==> src/rtl/mba_pkg.sv <==
package mba_pkg;
  // Default shape of the arbiter
  localparam int DEF_PROCS = 8;
  localparam int DEF_BUSES = 4;
  localparam int DEF_BANKS = 8;

  // Width of an index into a set of n items (at least one bit)
  function automatic int idx_w(input int n);
    return (n > 1) ? $clog2(n) : 1;
  endfunction

  // Width of a counter that must reach n
  function automatic int cnt_w(input int n);
    return $clog2(n + 1);
  endfunction
endpackage

==> src/rtl/mba_bus_pool.sv <==
// Compacts the healthy buses into an ascending list and counts them.
module mba_bus_pool #(
  parameter int NB = mba_pkg::DEF_BUSES,
  localparam int BUS_W = mba_pkg::idx_w(NB),
  localparam int CNT_W = mba_pkg::cnt_w(NB)
) (
  input  logic                       clk,
  input  logic                       rst_n,
  input  logic [NB-1:0]              ok_i,
  output logic [NB-1:0][BUS_W-1:0]   slot_o,
  output logic [CNT_W-1:0]           n_ok_o
);
  logic [CNT_W-1:0] k;

  always_comb begin
    slot_o = '0;
    k      = '0;
    for (int b = 0; b < NB; b++) begin
      if (ok_i[b]) begin
        slot_o[k[BUS_W-1:0]] = BUS_W'(b);
        k = k + CNT_W'(1);
      end
    end
    n_ok_o = k;
  end

  // the first list slot is the lowest healthy bus
  assert_first_slot_healthy_R5: assert property (@(posedge clk) disable iff (!rst_n)
    (n_ok_o != '0) |-> ok_i[slot_o[0]]);

  // the count of usable buses equals the population of the mask
  assert_pool_count_R4: assert property (@(posedge clk) disable iff (!rst_n)
    int'(n_ok_o) == $countones(ok_i));
endmodule

==> src/rtl/mba_scan.sv <==
// One rotating pass over the processors, claiming banks and buses.
module mba_scan #(
  parameter int NP = mba_pkg::DEF_PROCS,
  parameter int NB = mba_pkg::DEF_BUSES,
  parameter int NM = mba_pkg::DEF_BANKS,
  localparam int PROC_W = mba_pkg::idx_w(NP),
  localparam int BUS_W  = mba_pkg::idx_w(NB),
  localparam int BANK_W = mba_pkg::idx_w(NM),
  localparam int CNT_W  = mba_pkg::cnt_w(NB)
) (
  input  logic                       clk,
  input  logic                       rst_n,
  input  logic [NP-1:0]              req_i,
  input  logic [NP*BANK_W-1:0]       bank_i,
  input  logic [PROC_W-1:0]          ptr_i,
  input  logic [NB-1:0][BUS_W-1:0]   slot_i,
  input  logic [CNT_W-1:0]           n_ok_i,
  output logic [NP-1:0]              gnt_o,
  output logic [NP*BUS_W-1:0]        bus_o,
  output logic                       any_o,
  output logic [PROC_W-1:0]          last_o
);
  logic [BANK_W-1:0] bank_arr [NP];
  logic [BUS_W-1:0]  bus_arr  [NP];

  for (genvar g = 0; g < NP; g++) begin : g_unpack
    assign bank_arr[g] = bank_i[g*BANK_W +: BANK_W];
    assign bus_o[g*BUS_W +: BUS_W] = bus_arr[g];
  end

  logic [NM-1:0]     claimed;
  logic [CNT_W-1:0]  used;
  logic [PROC_W-1:0] p;
  logic [BANK_W-1:0] bk;

  always_comb begin
    gnt_o   = '0;
    any_o   = 1'b0;
    last_o  = '0;
    claimed = '0;
    used    = '0;
    p       = '0;
    bk      = '0;
    for (int q = 0; q < NP; q++) bus_arr[q] = '0;
    for (int i = 0; i < NP; i++) begin
      p  = PROC_W'((int'(ptr_i) + i) % NP);
      bk = bank_arr[p];
      if (req_i[p] && !claimed[bk] && (used < n_ok_i)) begin
        gnt_o[p]   = 1'b1;
        bus_arr[p] = slot_i[used[BUS_W-1:0]];
        claimed[bk] = 1'b1;
        used   = used + CNT_W'(1);
        any_o  = 1'b1;
        last_o = p;
      end
    end
  end

  // grants of one pass never exceed the usable bus count
  assert_scan_limit_R4: assert property (@(posedge clk) disable iff (!rst_n)
    $countones(gnt_o) <= int'(n_ok_i));

  // a pass only picks requesting processors
  assert_scan_req_R2: assert property (@(posedge clk) disable iff (!rst_n)
    (gnt_o & ~req_i) == '0);

  // the reported last winner is itself a winner
  assert_last_granted_R6: assert property (@(posedge clk) disable iff (!rst_n)
    any_o |-> gnt_o[last_o]);
endmodule

==> src/rtl/mba_rr_ptr.sv <==
// Rotating priority pointer.
module mba_rr_ptr #(
  parameter int NP = mba_pkg::DEF_PROCS,
  localparam int PROC_W = mba_pkg::idx_w(NP)
) (
  input  logic              clk,
  input  logic              rst_n,
  input  logic              any_i,
  input  logic [PROC_W-1:0] last_i,
  output logic [PROC_W-1:0] ptr_o
);
  always_ff @(posedge clk) begin
    if (!rst_n) begin
      ptr_o <= '0;
    end else if (any_i) begin
      ptr_o <= (last_i == PROC_W'(NP - 1)) ? '0 : last_i + PROC_W'(1);
    end
  end

  // the pointer rests when nothing was granted
  assert_ptr_hold_R6: assert property (@(posedge clk) disable iff (!rst_n)
    !any_i |=> $stable(ptr_o));

  // the pointer always names a real processor
  assert_ptr_range_R6: assert property (@(posedge clk) disable iff (!rst_n)
    int'(ptr_o) < NP);
endmodule

==> src/rtl/mbus_arbiter.sv <==
// Top: bus pool, rotating scan, pointer and registered grants.
module mbus_arbiter #(
  parameter int NPROC = mba_pkg::DEF_PROCS,
  parameter int NBUS  = mba_pkg::DEF_BUSES,
  parameter int NBANK = mba_pkg::DEF_BANKS,
  localparam int PROC_W = mba_pkg::idx_w(NPROC),
  localparam int BUS_W  = mba_pkg::idx_w(NBUS),
  localparam int BANK_W = mba_pkg::idx_w(NBANK),
  localparam int CNT_W  = mba_pkg::cnt_w(NBUS)
) (
  input  logic                      clk,
  input  logic                      rst_n,
  input  logic [NPROC-1:0]          req_valid,
  input  logic [NPROC*BANK_W-1:0]   req_bank,
  input  logic [NBUS-1:0]           bus_ok,
  output logic [NPROC-1:0]          gnt,
  output logic [NPROC*BUS_W-1:0]    gnt_bus
);
  logic [NBUS-1:0][BUS_W-1:0] slot;
  logic [CNT_W-1:0]           n_ok;
  logic [PROC_W-1:0]          ptr;
  logic [NPROC-1:0]           gnt_d;
  logic [NPROC*BUS_W-1:0]     bus_d;
  logic                       any_d;
  logic [PROC_W-1:0]          last_d;

  mba_bus_pool #(.NB(NBUS)) u_pool (
    .clk(clk), .rst_n(rst_n), .ok_i(bus_ok), .slot_o(slot), .n_ok_o(n_ok)
  );

  mba_scan #(.NP(NPROC), .NB(NBUS), .NM(NBANK)) u_scan (
    .clk(clk), .rst_n(rst_n),
    .req_i(req_valid), .bank_i(req_bank), .ptr_i(ptr),
    .slot_i(slot), .n_ok_i(n_ok),
    .gnt_o(gnt_d), .bus_o(bus_d), .any_o(any_d), .last_o(last_d)
  );

  mba_rr_ptr #(.NP(NPROC)) u_ptr (
    .clk(clk), .rst_n(rst_n), .any_i(any_d), .last_i(last_d), .ptr_o(ptr)
  );

  always_ff @(posedge clk) begin
    if (!rst_n) begin
      gnt     <= '0;
      gnt_bus <= '0;
    end else begin
      gnt     <= gnt_d;
      gnt_bus <= bus_d;
    end
  end

  // never more grants than healthy buses at the sampling edge
  assert_bus_limit_R4: assert property (@(posedge clk) disable iff (!rst_n)
    1'b1 |=> $countones(gnt) <= $countones($past(bus_ok)));

  // an empty bus pool yields no grants
  assert_all_failed_R7: assert property (@(posedge clk) disable iff (!rst_n)
    (bus_ok == '0) |=> (gnt == '0));

  for (genvar i = 0; i < NPROC; i++) begin : g_chk
    // a grant follows a sampled request
    assert_grant_had_req_R2: assert property (@(posedge clk) disable iff (!rst_n)
      req_valid[i] == 1'b0 |=> !gnt[i]);

    // the granted bus was healthy when sampled
    assert_bus_healthy_R5: assert property (@(posedge clk) disable iff (!rst_n)
      1'b1 |=> (!gnt[i] || ((NBUS'(1) << gnt_bus[i*BUS_W +: BUS_W]) & $past(bus_ok)) != '0));

    // idle processors show bus index zero
    assert_idle_bus_zero_R8: assert property (@(posedge clk) disable iff (!rst_n)
      !gnt[i] |-> gnt_bus[i*BUS_W +: BUS_W] == '0);

    for (genvar j = i + 1; j < NPROC; j++) begin : g_pair
      // two winners of one edge never share a bank
      assert_bank_once_R3: assert property (@(posedge clk) disable iff (!rst_n)
        (req_bank[i*BANK_W +: BANK_W] == req_bank[j*BANK_W +: BANK_W]) |=> !(gnt[i] && gnt[j]));

      // two winners never share a bus
      assert_bus_distinct_R5: assert property (@(posedge clk) disable iff (!rst_n)
        (gnt[i] && gnt[j]) |-> gnt_bus[i*BUS_W +: BUS_W] != gnt_bus[j*BUS_W +: BUS_W]);
    end
  end
endmodule

==> config.mk <==
export PLATFORM = sky130hd
export DESIGN_NAME = mbus_arbiter
export DESIGN_NICKNAME = d
export VERILOG_FILES = /design/src/rtl/mba_pkg.sv /design/src/rtl/mba_bus_pool.sv /design/src/rtl/mba_scan.sv /design/src/rtl/mba_rr_ptr.sv /design/src/rtl/mbus_arbiter.sv
export SDC_FILE = /design/constraint.sdc
export NUM_CORES = 1
export LEC_CHECK = 0
export BUFFER_PORTS_ARGS = -buffer_cell sky130_fd_sc_hd__buf_2
export CAP_MARGIN = 20
export CORE_UTILIZATION = 55
export DETAILED_ROUTE_END_ITERATION = 8
export PLACE_DENSITY = 0.85
export SYNTH_ARGS = -nofsm -noshare
export SYNTH_HDL_FRONTEND = slang
export SYNTH_HIERARCHICAL = 1
export SYNTH_SLANG_ARGS = --single-unit
==> constraint.sdc <==
create_clock -name clk -period 20.9 [get_ports clk]
set_input_delay 3.135 -clock clk [delete_from_list [all_inputs] [get_ports clk]]
set_output_delay 3.135 -clock clk [all_outputs]
set_load 0.1 [all_outputs]
==> metrics.md <==
| Metric | Value |
|---|---|
| Status | `finished, final reports clean` |
| Register-to-Register Path Depth | `69` |
| Global route overflow | `0` |
| RSZ-0062 raised after global routing | `no` |
| Setup CP Type | `primary input to flip-flop` |
| Fmax | `about 50 MHz` |
| Row cnt | `45` |
| Cell Count Post-Placement | `1386` |
| Util after Layout | `60.4%` |
| H-tree levels | `1` |
| Post-synth top cells | `nand2_1, mux2i_1, nor2_1` |
| Final Skew | `0.00405 ns` |
| FF-to-FF setup slack | `2.64 ns` |
| Hold Crit Depth | `2` |
| Prevailing post-synth register cell | `dfxtp_1` |
| DR WL/cell | `approximately 25 um` |
| Final WS setup | `1.04 ns` |
| Layout area overhead | `5.77%` |
| Fraction of registers with async set/reset | `0%` |
| Vias per cell | `7.54` |
| First-pass DRT Iterations | `6` |
| Global-route wire length before repair | `53.1 mm` |
| Latest clock arrival within the worst-skew pair | `0.25 ns` |
| Slew Limit Fails | `0` |
| # clock sinks | `27` |
| Most common cell in the synthesized netlist | `nand2_1` |
| Setup_tns | `0 ns` |
| Cell area after synthesis | `8810 um2` |
| Post-synth top area share | `11.5%` |
| Sequential area share after synthesis | `~6%` |
| Die X | `around 130 um` |
| Synthesized net count | `~1200` |
| Slew of the pin with the lowest slew margin | `1.26 ns` |
| Area leader, netlist | `mux4_2` |
| GRT Util Overall | `40.9%` |
| Post-Route WL | `around 34 mm` |
| Syn Area/Cell | `about 7.6 um2` |
| Reg clk slew, reported paths | `0.06 ns` |
| Die area | `16500 um2` |
| Clock root buffer | `clkbuf_16` |
| Required @ worst endpoint | `21.04 ns` |
| Clk buf depth | `2` |
| Number of global-route vias before repair | `9287` |
| CP Data Arrival Time | `20.01 ns` |
| CTS tree | `built` |
| Antenna violations before repair | `0` |
| Tcrit/Tclk final | `95.0%` |
| Routed vias | `between 10000 and 15000` |
| # IOs | `62` |
| Share of layout cells above drive strength 1 | `between 10% and 20%` |
| Worst r2r src | `u_ptr/ptr_o[0]` |
| Slew HR | `15.3%` |
| CTS Buf Count | `3` |
| Pre-CTS WS | `around 0.31 ns` |
| Min-Delay Endpoint | `u_ptr/ptr_o[1]` |
| Final Instance Count excl. Fillers | `1392` |
| Slowest-stage cell, CP | `fa_1` |
| Nets | `1252` |
| Cell variety after synth | `108` |
| CP Launch Type | `primary input` |
| CP most frequent cell | `ha_1` |
| Worst Path Max Fanout | `20` |
| Final HPWL DP | `26.3 mm` |
| DRT antenna net count | `0` |
| Post-synth EDFFs | `0` |
| Hold Startpoint | `u_ptr/ptr_o[1]` |
| Die span in y | `129 um` |
| Post-layout min period | `19.86 ns` |
| Hold WC Path Type | `flip-flop to flip-flop` |
| Worst setup EP type | `flip-flop` |
| Endpoints failing setup | `0` |
| CP peak stage delay | `0.67 ns` |
| Core ar. | `15400 um2` |
| Iter 0 DRT Violations | `1800` |
| Initial core utilization | `57.1%` |
| Residual DRC | `0` |
| Largest net degree at the start of global routing | `slightly below 60` |
| Reg2reg end | `u_ptr/ptr_o[2]` |
| Post-CTS setup buffer count | `0` |
| Max Cap Viol | `0` |
| Post-synthesis register bit count | `27` |
| Hold Violations, Final | `0` |
| GP Congestion | `1.04` |
| Ranking of synthesized cells by area | `mux4_2, mux2i_1, nand2_1, dfxtp_1, o21ai_0` |
| Synth Instances | `1161` |
| Yosys warnings | `6` |
| I/O Buffers | `61` |
layer usage:
layer | track usage (%) | vias up | share of wire, %
met5 | 0 | - | 0.13
met4 | 12.9 | 2 | 3.5
met3 | 11.0 | 134 | 15
met2 | 58.7 | 937 | 41
met1 | 59.0 | 4845 | 41
li1 | - | 4582 | -
sequential cells by signal, summed over array words and instances, names as in the netlist:
register	flops
gnt_bus	16
gnt	8
u_ptr/ptr_o	3
worst max-delay path by stage:
stage	start	endpoint	slack, ns	depth (start not counted)
floorplan	bus_ok[0]	u_ptr/ptr_o[2]	2.09	77
global placement	bus_ok[0]	u_ptr/ptr_o[2]	1.04	71
detailed placement	bus_ok[0]	u_ptr/ptr_o[2]	0.31	71
CTS	bus_ok[0]	u_ptr/ptr_o[2]	0.53	71
global route	bus_ok[0]	u_ptr/ptr_o[2]	0.003	71
finish	bus_ok[0]	u_ptr/ptr_o[2]	1.04	71
stage by stage:
stage                     instance area, um2  hold slack [ns]
after floorplan                         8810            0.544
after global placement                  9190            0.609
after detailed placement                9200            0.620
after CTS                               9280            0.629
after global routing                    9320            0.654
final                                   9320            0.654
kinds of logic (layout without fill, tap and decap cells):
logic type / after synthesis / after routing / share of synthesized area, %
XOR/XNOR: 23 / 23 / 2.37
multiplexers: 161 / 161 / 25.1
other: 0 / 1 / 0
adder cells (fa/ha/maj): 33 / 33 / 4.77
buffers and inverters: 101 / 119 / 5.69
AND/OR/NAND/NOR: 479 / 480 / 27.8
flip-flops: 27 / 27 / 6.13
AO/OA/AOI/OAI: 337 / 337 / 28.2
cell usage in the layout, fill, tap and decap left out, types with 15 or more instances in the layout:
| master | instances |
|---|---|
| inv_1 | 21 |
| a21oi_1 | 29 |
| buf_4 | 25 |
| a22oi_1 | 15 |
| and2_2 | 18 |
| nand3_1 | 42 |
| o21ai_0 | 81 |
| nand2_1 | 148 |
| mux2_2 | 22 |
| o41ai_1 | 17 |
| buf_2 | 61 |
| dfxtp_1 | 25 |
| mux4_2 | 45 |
| and2_1 | 22 |
| mux2i_1 | 92 |
| nor3_1 | 34 |
| ha_1 | 31 |
| nor2_1 | 89 |
| nand4_1 | 16 |
what timing repair did:
action                                  4_1_cts  5_1_grt
endpoints found under the hold margin         0        0
hold buffers                                  0        0
endpoints found under the setup margin        0       27
gates resized for setup                       0        8
cell type report:
cell class	count	area, um2
Antenna cell	1	2.50
Timing Repair Buffer	87	497
Sequential cell	27	546
Multi-Input combinational cell	1034	7830
Fill cell	1422	6110
Inverter	28	105
Tap cell	211	264
Clock buffer	4	78.8
critical path: cells and delay by family:
kind | cells | cell delay, ns
AO/OA/AOI/OAI | 31 | 7.62
multiplexers | 2 | 0.57
adder cells (fa/ha/maj) | 10 | 3.34
XOR/XNOR | 3 | 0.65
AND/OR/NAND/NOR | 20 | 3.70
buffers and inverters | 5 | 0.93
Power is not shown: default switching activity piles up to over one toggle a cycle in this logic, so the estimate is an artifact.
